===== src/rtl/ssw_pkg.sv =====
package ssw_pkg;

    localparam int DATA_W = 64;

    typedef enum logic [2:0] {
        PRIV_U  = 3'b000,
        PRIV_S  = 3'b001,
        PRIV_M  = 3'b011,
        PRIV_VU = 3'b100,
        PRIV_VS = 3'b101
    } priv_e;

    localparam logic [4:0] CAUSE_NONE    = 5'd0;
    localparam logic [4:0] CAUSE_ILLEGAL = 5'd2;
    localparam logic [4:0] CAUSE_ST_ACC  = 5'd7;
    localparam logic [4:0] CAUSE_VIRT    = 5'd22;

    typedef struct packed {
        logic       valid;
        logic [4:0] cause;
    } exc_t;

    typedef struct packed {
        logic dword;
        logic x64;
        logic aq;
        logic rl;
        logic rd_nz;
    } op_t;

    typedef enum logic [1:0] {
        ST_IDLE,
        ST_READ,
        ST_WRITE,
        ST_DONE
    } state_e;

    function automatic exc_t mk_exc(input logic [4:0] c);
        exc_t e;
        e.valid = 1'b1;
        e.cause = c;
        return e;
    endfunction

endpackage


===== src/rtl/ssw_perm_check.sv =====
module ssw_perm_check
    import ssw_pkg::*;
(
    input  logic [2:0] priv,
    input  logic       menv_sse,
    input  logic       senv_sse,
    input  logic       henv_sse,
    input  logic       s_mode_impl,
    input  logic       dword,
    input  logic       xlen64,
    output exc_t       exc
);
    priv_e p;

    always_comb begin
        p   = priv_e'(priv);
        exc = '0;
        if (dword && !xlen64)
            exc = mk_exc(CAUSE_ILLEGAL);
        else if (p != PRIV_M && !menv_sse)
            exc = mk_exc(CAUSE_ILLEGAL);
        else if (!s_mode_impl)
            exc = mk_exc(CAUSE_ILLEGAL);
        else if (p == PRIV_U && !senv_sse)
            exc = mk_exc(CAUSE_ILLEGAL);
        else if (p == PRIV_VS && !henv_sse)
            exc = mk_exc(CAUSE_VIRT);
        else if (p == PRIV_VU && !senv_sse)
            exc = mk_exc(CAUSE_VIRT);
    end
endmodule


===== src/rtl/ssw_addr_check.sv =====
module ssw_addr_check
    import ssw_pkg::*;
#(
    parameter int ADDR_W = 64
) (
    input  logic [ADDR_W-1:0] addr,
    input  logic              dword,
    input  logic              idem,
    output exc_t              exc
);
    localparam int LOW_W = 3;

    logic [LOW_W-1:0] low;
    logic             misal;

    always_comb begin
        low   = addr[LOW_W-1:0];
        misal = dword ? (low != '0) : (low[1:0] != 2'b00);
        exc   = '0;
        if (misal)
            exc = mk_exc(CAUSE_ST_ACC);
        else if (!idem)
            exc = mk_exc(CAUSE_ST_ACC);
    end
endmodule


===== src/rtl/ssw_data_fmt.sv =====
module ssw_data_fmt
    import ssw_pkg::*;
(
    input  logic              dword,
    input  logic              xlen64,
    input  logic [DATA_W-1:0] rdata,
    input  logic [DATA_W-1:0] src,
    output logic [DATA_W-1:0] rd_val,
    output logic [DATA_W-1:0] st_val
);
    localparam int HALF = DATA_W / 2;

    logic [HALF-1:0] lo;
    logic [HALF-1:0] ext;

    always_comb begin
        lo  = rdata[HALF-1:0];
        ext = (xlen64 && lo[HALF-1]) ? {HALF{1'b1}} : '0;
        rd_val = dword ? rdata : {ext, lo};
        st_val = dword ? src : {{HALF{1'b0}}, src[HALF-1:0]};
    end
endmodule


===== src/rtl/ss_swap_unit.sv =====
module ss_swap_unit
    import ssw_pkg::*;
#(
    parameter int ADDR_W = 64
) (
    input  logic              clk,
    input  logic              rst,
    input  logic              req_valid,
    output logic              req_ready,
    input  logic              req_dword,
    input  logic              xlen64,
    input  logic [2:0]        priv,
    input  logic              menv_sse,
    input  logic              senv_sse,
    input  logic              henv_sse,
    input  logic              s_mode_impl,
    input  logic [ADDR_W-1:0] rs1_addr,
    input  logic [63:0]       rs2_data,
    input  logic [4:0]        rd_idx,
    input  logic              aq,
    input  logic              rl,
    input  logic              tgt_idem,
    output logic              mem_valid,
    input  logic              mem_ready,
    output logic              mem_write,
    output logic              mem_lock,
    output logic              mem_size,
    output logic              mem_aq,
    output logic              mem_rl,
    output logic [ADDR_W-1:0] mem_addr,
    output logic [63:0]       mem_wdata,
    input  logic [63:0]       mem_rdata,
    output logic              done,
    output logic              done_exc,
    output logic [4:0]        exc_cause,
    output logic              rd_we,
    output logic [63:0]       rd_data
);
    state_e            state;
    op_t               op_q;
    exc_t              exc_q;
    logic [ADDR_W-1:0] addr_q;
    logic [63:0]       src_q;
    logic [63:0]       rd_q;

    exc_t        perm_exc;
    exc_t        addr_exc;
    exc_t        sel_exc;
    logic [63:0] rd_val;
    logic [63:0] st_val;
    logic        accept;

    ssw_perm_check u_perm (
        .priv        (priv),
        .menv_sse    (menv_sse),
        .senv_sse    (senv_sse),
        .henv_sse    (henv_sse),
        .s_mode_impl (s_mode_impl),
        .dword       (req_dword),
        .xlen64      (xlen64),
        .exc         (perm_exc)
    );

    ssw_addr_check #(.ADDR_W(ADDR_W)) u_addr (
        .addr  (rs1_addr),
        .dword (req_dword),
        .idem  (tgt_idem),
        .exc   (addr_exc)
    );

    ssw_data_fmt u_fmt (
        .dword  (op_q.dword),
        .xlen64 (op_q.x64),
        .rdata  (mem_rdata),
        .src    (src_q),
        .rd_val (rd_val),
        .st_val (st_val)
    );

    always_comb begin
        sel_exc = perm_exc.valid ? perm_exc : addr_exc;
        accept  = req_valid && (state == ST_IDLE);
    end

    always_ff @(posedge clk) begin
        if (rst) begin
            state  <= ST_IDLE;
            op_q   <= '0;
            exc_q  <= '0;
            addr_q <= '0;
            src_q  <= '0;
            rd_q   <= '0;
        end else begin
            case (state)
                ST_IDLE: begin
                    if (accept) begin
                        op_q.dword <= req_dword;
                        op_q.x64   <= xlen64;
                        op_q.aq    <= aq;
                        op_q.rl    <= rl;
                        op_q.rd_nz <= (rd_idx != 5'd0);
                        exc_q      <= sel_exc;
                        addr_q     <= rs1_addr;
                        src_q      <= rs2_data;
                        rd_q       <= '0;
                        state      <= sel_exc.valid ? ST_DONE : ST_READ;
                    end
                end
                ST_READ: begin
                    if (mem_ready) begin
                        rd_q  <= rd_val;
                        state <= ST_WRITE;
                    end
                end
                ST_WRITE: begin
                    if (mem_ready)
                        state <= ST_DONE;
                end
                default: state <= ST_IDLE;
            endcase
        end
    end

    always_comb begin
        req_ready = (state == ST_IDLE);
        mem_valid = (state == ST_READ) || (state == ST_WRITE);
        mem_write = (state == ST_WRITE);
        mem_lock  = mem_valid;
        mem_size  = op_q.dword;
        mem_aq    = mem_valid && op_q.aq;
        mem_rl    = mem_valid && op_q.rl;
        mem_addr  = addr_q;
        mem_wdata = st_val;
        done      = (state == ST_DONE);
        done_exc  = done && exc_q.valid;
        exc_cause = done_exc ? exc_q.cause : CAUSE_NONE;
        rd_we     = done && !exc_q.valid && op_q.rd_nz;
        rd_data   = rd_q;
    end
endmodule


===== config.mk =====
export PLATFORM = sky130hd
export DESIGN_NAME = ss_swap_unit
export DESIGN_NICKNAME = d
export VERILOG_FILES = /design/src/rtl/ssw_pkg.sv /design/src/rtl/ssw_perm_check.sv /design/src/rtl/ssw_addr_check.sv /design/src/rtl/ssw_data_fmt.sv /design/src/rtl/ss_swap_unit.sv
export SDC_FILE = /design/constraint.sdc
export NUM_CORES = 1
export LEC_CHECK = 0
export BUFFER_PORTS_ARGS = -buffer_cell sky130_fd_sc_hd__clkbuf_2
export CORE_AREA = 5 5 158 160
export DETAILED_ROUTE_END_ITERATION = 12
export DIE_AREA = 0 0 163 165
export PLACE_DENSITY = 0.64
export SYNTH_ARGS = -nofsm -noshare
export SYNTH_HDL_FRONTEND = slang
export SYNTH_SLANG_ARGS = --single-unit

===== constraint.sdc =====
create_clock -name clk -period 4.4 [get_ports clk]
set_input_delay 0.44 -clock clk [delete_from_list [all_inputs] [get_ports clk]]
set_output_delay 0.44 -clock clk [all_outputs]
set_load 0.01 [all_outputs]

==> out/qor.csv <==
metric,value,unit
"slowest stage delay, CP",0.87,ns
final hold slack,0.151,ns
TritonCTS clock tree,yes,
Synth Cell Area,7910,µm²
number of clock sinks,203,
Pre-antenna DRT Iters,5,
synthesized instance count,1000,
core outline area,23300,µm²
post-route non-filler standard cell count,1674,
Netlist cell types,35,
initial antenna violation count,1,
Worst VDD drop,0.000403,V
CP Depth,3,
grt met1 use,21.6,%
DP Cell Count,1632,
CTS Buf Count,23,
RR Startpoint,state[0]$_SDFFE_PP0P_,
clock latency on the worst-skew pair,0.50,ns
R2R cell count,7,
clock buffer depth,3,
"commonest non-fill, non-tap cells in the layout","417 x clkbuf_2, 301 x nand2_1, 202 x dfxtp_1, 170 x a21oi_1, 37 x nor2_1",
Routed Antenna Nets,0,
Final Max Slew Viols,0,
dpl ws,2.01,ns
post-cts hold buffer count,0,
Finish-stage setup viols,0,
full die area,26900,µm²
crit path kind,reg2out,
GR Util met2,31.7,%
number of global-route vias before repair,7494,
CP Data Required Time,3.96,ns
mean routed wirelength per cell,15.9,µm
layout cells sized above 1,34.8,%
port bufs,418,
Vias/cell,4.69,
final worst-path cycle share,56.4,%
die width,163,µm
"Worst Setup Slack, final",1.92,ns
syn nets,1217,
post-synthesis register bit count,203,
DR iter-0 viols,589,
Boundary Pins,420,
Final Skew,0.0131,ns
largest net degree at the start of global routing,130,
global placer's final weighted congestion,0.845,
"CTS clk-pin slew, worst paths",0.06,ns
Worst Setup SP,mem_size$_SDFFE_PP0P_,
total track usage,18.1,%
Fin. Hold Viols,0,
Post-synth EDFFs,0,
Max H-tree Level,1,
setup tns final,0,ns
sequential share of the synthesized area,51.4,%
status,completed,
"Critical Path, Cell by Cell",buf_4 -> and2_1 -> clkbuf_2,
Async SR Flop Fraction,0,%
Slew @ Worst Pin,1.15,ns
Post-CTS Resized,0,
fmax,0.403,GHz
Final HPWL DP,19000,µm
max cap viols,0,
nets@finish,1555,
worst hold path type,in2reg,
setup bufs post-CTS,0,
RSZ-0062 raised after global routing,no,
first-pass GRT wire length,39800,µm
via count,7854,
cell class contributing the biggest share of worst-path delay,flip-flops,
Power per Cell Area,547,nW/µm²
CP Buf/Inv Count,2,
CP Max Fanout,50,
Crit-path slowest cell,dfxtp_2,
Leak,0.00484,µW
Relative slew margins,23.2,%
DRT Wirelength,26500,µm
Area Growth Syn to Fin,35.2,%
Mean Syn Cell Area,7.91,µm²
"most common cell after layout, fill and taps aside",clkbuf_2,
crit path time final,2.48,ns
Hold Path Origin,rs2_data[45],
Setup crit start kind,flop,
CP arrival,2.04,ns
Rows,56,
hold depth,3,
CP Capture Type,output port,
number of remaining DRC errors,0,
global route hottest layer,met2,
antenna cells,0,
Initial Utilization,34.0,%
Chip Height,165,µm
grt ovf,0,
ys flop type,dfxtp_1,
Syn. warnings,0,
Root Driver,clkbuf_16,
GR Util met3,4.97,%
## worst register-to-register path: stages, from the launching register on
cell	delay (ns)
dfxtp_1	0.38
inv_1	0.08
ha_1	0.29
mux2_1	0.35
nand2_2	0.60
buf_4	0.43
nand2_1	0.10
a21oi_1	0.13
## path summary, 6_finish.rpt
| path | to | slack (ns) |
|---|---|---|
| hold / removal | src_q[45]$_SDFFE_PP0P_ | 0.15 |
| hold reg to reg | src_q[62]$_SDFFE_PP0P_ | 0.45 |
| setup / recovery | mem_wdata[41] | 1.92 |
| setup reg to reg | rd_data[51]$_SDFFE_PP0P_ | 1.99 |
## cell usage after synthesis (all sizes together), types with 2 or more instances
cell type  instances  share of area (%)
inv                3               0.14
o21ai              3               0.19
clkbuf            52                2.5
ha                 4               0.63
nand3             33                2.1
nor2              37                1.8
dfxtp            203                 51
or4b               2               0.25
and2              37                2.9
buf               61                4.9
nor2b              2               0.16
or2                2               0.16
and3b              2               0.24
nor4               2               0.16
nand2            303                 14
a22oi             32                3.0
nand2b            35                2.8
and3               4               0.32
a21oi            171                 11
nand3b             2               0.19
## state kept, by name, summed over array words and instances (netlist names)
| name | flops |
|---|---|
| exc_q | 4 |
| mem_addr | 64 |
| mem_size | 1 |
| op_q | 4 |
| rd_data | 64 |
| src_q | 64 |
| state | 2 |
## where the power goes
part           internal [µW]  switching [µW]  total, µW  leakage, µW
logic                    545            1120       1670      0.00281
registers               2110             158       2270      0.00166
clock network           1160             759       1920     0.000375
## layout make-up
| class | instances | area, µm² |
|---|---|---|
| fill | 2399 | 12600 |
| clock buffer | 37 | 708 |
| sequential | 203 | 4070 |
| tap | 319 | 399 |
| multi-input combinational | 681 | 3270 |
| timing repair buffer | 426 | 2180 |
| inverter | 3 | 11.3 |
| clock inverter | 5 | 56.3 |
## metal layers
| layer | routed length (µm) | up-vias | part of all wire (%) |
|---|---|---|---|
| li1 | - | 3897 | - |
| met2 | 13100 | 312 | 49 |
| met1 | 10400 | 3591 | 39 |
| met3 | 2360 | 52 | 8.9 |
| met4 | 738 | 2 | 2.8 |
| met5 | 13 | - | 0.049 |
## through the flow
stage	area (µm²)	power, µW	utilization, %
after floorplan	7910	3430	-
after global placement	9930	3980	42.7
after detailed placement	9930	4000	42.7
after CTS	10700	5950	46.0
after global routing	10700	6210	46.0
final	10700	5850	46.0
## cell families (layout without fill, tap and decap cells)
| logic type | count (synthesis) | in the layout | synth area share [%] |
|---|---|---|---|
| compound gates | 210 | 210 | 14.6 |
| simple gates | 464 | 464 | 25.6 |
| other cells | 1 | 1 | 0.0474 |
| buf+inv | 116 | 471 | 7.47 |
| flops | 203 | 203 | 51.4 |
| mux | 2 | 2 | 0.269 |
| fa+ha+maj | 4 | 4 | 0.633 |
Power figures use the tool's default switching activity.
